File: src/rtl/kwu_port.sv
module kwu_port #(
  parameter int WIDTH = 8,
  parameter int AW    = 3
) (
  input  logic             clk,
  input  logic             rst_n,
  input  logic [AW-1:0]    bus_addr,
  input  logic [WIDTH-1:0] bus_wdata,
  input  logic             bus_we,
  output logic [WIDTH-1:0] bus_rdata,
  input  logic [WIDTH-1:0] pin_raw,
  output logic [WIDTH-1:0] pad_oe,
  output logic [WIDTH-1:0] pad_out,
  output logic [WIDTH-1:0] pull_en,
  output logic [WIDTH-1:0] pull_sel,
  output logic             irq
);
  localparam logic [AW-1:0] A_OUT  = AW'(0);
  localparam logic [AW-1:0] A_DIR  = AW'(1);
  localparam logic [AW-1:0] A_PIN  = AW'(2);
  localparam logic [AW-1:0] A_PULL = AW'(3);
  localparam logic [AW-1:0] A_POL  = AW'(4);
  localparam logic [AW-1:0] A_IEN  = AW'(5);
  localparam logic [AW-1:0] A_FLAG = AW'(6);

  logic [WIDTH-1:0] out_q, dir_q, pull_q, pol_q, ien_q, flag_q;
  logic [WIDTH-1:0] sync1_q, sync2_q, prev_q;
  logic [WIDTH-1:0] rise, fall, edge_hit, clr;

  assign rise     = sync2_q & ~prev_q;
  assign fall     = ~sync2_q & prev_q;
  assign edge_hit = ~dir_q & ((pol_q & rise) | (~pol_q & fall));
  assign clr      = (bus_we && bus_addr == A_FLAG) ? bus_wdata : '0;

  always_ff @(posedge clk) begin
    if (!rst_n) begin
      sync1_q <= '0;
      sync2_q <= '0;
      prev_q  <= '0;
      flag_q  <= '0;
    end else begin
      sync1_q <= pin_raw;
      sync2_q <= sync1_q;
      prev_q  <= sync2_q;
      flag_q  <= (flag_q & ~clr) | edge_hit;
    end
  end

  always_ff @(posedge clk) begin
    if (!rst_n) begin
      out_q  <= '0;
      dir_q  <= '0;
      pull_q <= '0;
      pol_q  <= '0;
      ien_q  <= '0;
    end else if (bus_we) begin
      case (bus_addr)
        A_OUT:   out_q  <= bus_wdata;
        A_DIR:   dir_q  <= bus_wdata;
        A_PULL:  pull_q <= bus_wdata;
        A_POL:   pol_q  <= bus_wdata;
        A_IEN:   ien_q  <= bus_wdata;
        default: ;
      endcase
    end
  end

  always_comb begin
    case (bus_addr)
      A_OUT:   bus_rdata = (out_q & dir_q) | (sync2_q & ~dir_q);
      A_DIR:   bus_rdata = dir_q;
      A_PIN:   bus_rdata = sync2_q;
      A_PULL:  bus_rdata = pull_q;
      A_POL:   bus_rdata = pol_q;
      A_IEN:   bus_rdata = ien_q;
      A_FLAG:  bus_rdata = flag_q;
      default: bus_rdata = '0;
    endcase
  end

  assign pad_oe   = dir_q;
  assign pad_out  = out_q;
  assign pull_en  = pull_q;
  assign pull_sel = pol_q;
  assign irq      = |(flag_q & ien_q);
endmodule

File: config.mk
export PLATFORM = sky130hd
export DESIGN_NAME = kwu_port
export DESIGN_NICKNAME = d
export VERILOG_FILES = /design/src/rtl/kwu_port.sv
export SDC_FILE = /design/constraint.sdc
export NUM_CORES = 1
export LEC_CHECK = 0
export ABC_AREA = 1
export BUFFER_PORTS_ARGS = -buffer_cell sky130_fd_sc_hd__buf_2
export CAP_MARGIN = 40
export CORE_AREA = 2 2 100 63
export DETAILED_ROUTE_END_ITERATION = 8
export DIE_AREA = 0 0 102 65
export GPL_TIMING_DRIVEN = 0
export PLACE_DENSITY = 0.82
export SLEW_MARGIN = 20
export SYNTH_ARGS = -nofsm -noshare
export SYNTH_HDL_FRONTEND = slang
export SYNTH_SLANG_ARGS = --single-unit
File: constraint.sdc
create_clock -name clk -period 1.55 [get_ports clk]
set_clock_uncertainty 0.1 [all_clocks]
set_input_delay 0.0775 -clock clk [delete_from_list [all_inputs] [get_ports clk]]
set_output_delay 0.0775 -clock clk [all_outputs]
set_load 0.02 [all_outputs]
==> metrics.csv <==
stage,metric,value,unit
outcome,status,"finished, final reports clean",
clock_tree,clk_path_buf_depth,2,
global_route,grt_pass1_wl,16.15,mm
yosys,synthAdderAreaFrac,0,%
timing,rsz0062_at_grt,false,
global_route,grt_max_degree,13,
clock_tree,numCtsBuffers,9,
critical_path,critPathArrivalTime,1.30,ns
layout,fill_cells,499,
placement,globalplace.congestion,0.9916,
layout,drive_gt1_share,19.32,%
job,maxCapViolations,0,
power_and_ir_drop,leakage,0.002022,µW
layout,fin_area,4223,µm²
placement,io_buffers,62,
placement,place_area,3694,µm²
floorplan,dieArea,6630,µm²
placement,place_inst,636,
floorplan,start_util,56.17,%
timing,worstMarginPinSlew,0.6602,ns
layout,fin_nets,608,
min_path,min_path_type,in2reg,
floorplan,fp.coreArea,5836,µm²
route,drt-wirelength-per-cell,14.80,µm
yosys,synth_mux_area_share,0,%
yosys,syn_area_per_cell,6.690,µm²
yosys,yosys.area_share.simple,34.08,%
floorplan,die_w,102,µm
timing,finalHoldViolations,0,
critical_path,path_class,reg2out,
global_route,grt_usage,32.36,%
layout,multiInputGateArea,1529,µm²
timing,setup_viol,0,
route,ant_nets,0,
yosys,yosys.area.top_type,dfxtp_1,
timing,period_share,95.31,%
yosys,synth_top_family_by_area,simple AND/OR/NAND/NOR gates,
floorplan,core.rowCount,22,
timing,finalMaxSlewViolations,0,
critical_path,worst-path-max-fanout,5,
clock_tree,root_buffer,clkbuf_8,
yosys,synth_warnings,0,
layout,final_common_cell,nand2_1,
placement,dp_hpwl,7.141,mm
yosys,synthCells,490,
floorplan,pin_count,63,
route,via_count,3627,
power_and_ir_drop,power.density,1035,nW/µm²
critical_path,cp-start-kind,flop,
timing,hold_ws,0.1336,ns
layout,regArea,1448,µm²
timing,max_freq,676.9,MHz
route,drt_wl_total,9.974,mm
clock_tree,cts_tree,built,
floorplan,die_h,65,µm
yosys,synth_top_area_share,43.97,%
route,via_per_inst,5.381,
route,drc_errors,0,
yosys,syn_area,3278,µm²
critical_path,worstPathRequired,1.37,ns
layout,antenna_cells,0,
timing,setup_tns,0,ns
timing,period_needed,1.477,ns
yosys,yosysSeqAreaShare,43.97,%
yosys,synthesis.nets,512,
global_route,grt-ovfl-total,0,
global_route,grt_pass1_vias,3484,
yosys,ys_ff_latch,72,
power_and_ir_drop,peakVddDrop,0.5566,mV
clock_tree,cts_max_level,3,
route,dr.pass1.iters,6,
clock_tree,clk_latency,0.35,ns
clock_tree,clk_pin_slew,0.07,ns
yosys,ys_types,20,
layout,final_cell_mix,"nand2_1, buf_2, dfxtp_1",
yosys,synth_xor_area_share,0,%
timing,max_slew_margin,55.99,%
yosys,yosys-top-cells-area,"dfxtp_1, nand2_1, a21oi_1",
yosys,synth_compound_area_share,11.83,%
global_route,grt_antenna_before_repair,0,
layout,synthToLayoutAreaGrowth,28.82,%
power_and_ir_drop,power.total,4372,µW
critical_path,critPathCaptureType,output port,
layout,instances_no_fill,674,
route,drt_iter0_markers,269,
clock_tree,numClockSinks,72,
-- cells by family (layout without fill, tap and decap cells) --
| kind of cell | after synthesis | count (layout) |
|---|---|---|
| and+or+nand+nor | 259 | 259 |
| buffers and inverters | 83 | 183 |
| AOI/OAI and AO/OA | 76 | 76 |
| DFF | 72 | 72 |
-- final cells by class --
cell class                      count  share of cell area (%)
Sequential cell                    72                   34.28
Clock inverter                      6                   3.141
Multi-Input combinational cell    335                   36.21
Timing Repair Buffer               85                   13.04
Tap cell                           84                   2.489
Inverter                           66                   5.867
Clock buffer                        9                   2.933
Buffer                             17                   2.044
-- registers in the layout (all words and copies together), names as in the netlist --
register  cells
sync2_q       8
pad_oe        8
prev_q        8
ien_q         8
pull_en       8
pad_out       8
flag_q        8
pull_sel      8
sync1_q       8
-- worst max-delay path, stage by stage (launching register included) --
cell	delay (ns)
dfxtp_1	0.42
inv_1	0.09
nand2_1	0.06
a21oi_1	0.06
nor2_1	0.11
nand2_1	0.07
buf_2	0.16
-- stage by stage --
step | setup WS, ns | utilization [%]
detailed placement | -0.1640 | 63.29
floorplan | 0.4429 | -
global placement | -0.1089 | 63.29
CTS | -0.01346 | 70.84
finish | 0.07262 | 72.36
global route | 0.0005098 | 72.36
-- routing by layer --
layer / vias up / share of wire (%) / track usage (%) / routed length [µm]
met5: - / 0 / 0 / 0
met4: 0 / 2.4 / 13.33 / 236
met3: 36 / 9.3 / 9.601 / 931
met2: 175 / 46 / 50.99 / 4618
met1: 1683 / 42 / 41.48 / 4188
li1: 1733 / - / - / -
-- cells in the mapped netlist, drive strengths merged --
master / number
a21oi: 48
a22o: 2
buf: 10
clkbuf: 7
dfxtp: 72
inv: 66
nand2: 177
nand3: 25
nand4: 17
nor2: 38
nor3: 2
o21ai: 26
-- where the power goes --
group	internal (µW)	switching, µW
combinational	170	309
sequential	1920	53.0
clock	1220	703
total	3310	1070
-- final timing paths --
kind                                        startpoint                       to  slack [ns]  cells past startpoint
worst max-delay path            pad_oe[7]$_SDFFE_PN0P_             bus_rdata[7]        0.07                      6
worst min-delay path                            bus_we  pull_en[1]$_SDFFE_PN0P_        0.13                      4
worst max register to register   sync2_q[3]$_SDFF_PN0_     flag_q[3]$_SDFF_PN0_        0.57                      3
worst min register to register   sync1_q[5]$_SDFF_PN0_    sync2_q[5]$_SDFF_PN0_        0.31                      2
-- timing repair --
| action | in CTS | in global routing |
|---|---|---|
| buffers inserted | 0 | 6 |
| pin swaps | 0 | 3 |
| hold buffers | 17 | 0 |
| resized for setup | 3 | 13 |
| hold endpoints to repair | 36 | 0 |
| setup endpoints to repair | 8 | 8 |
No activity file was read; power rests on OpenSTA's default activity.
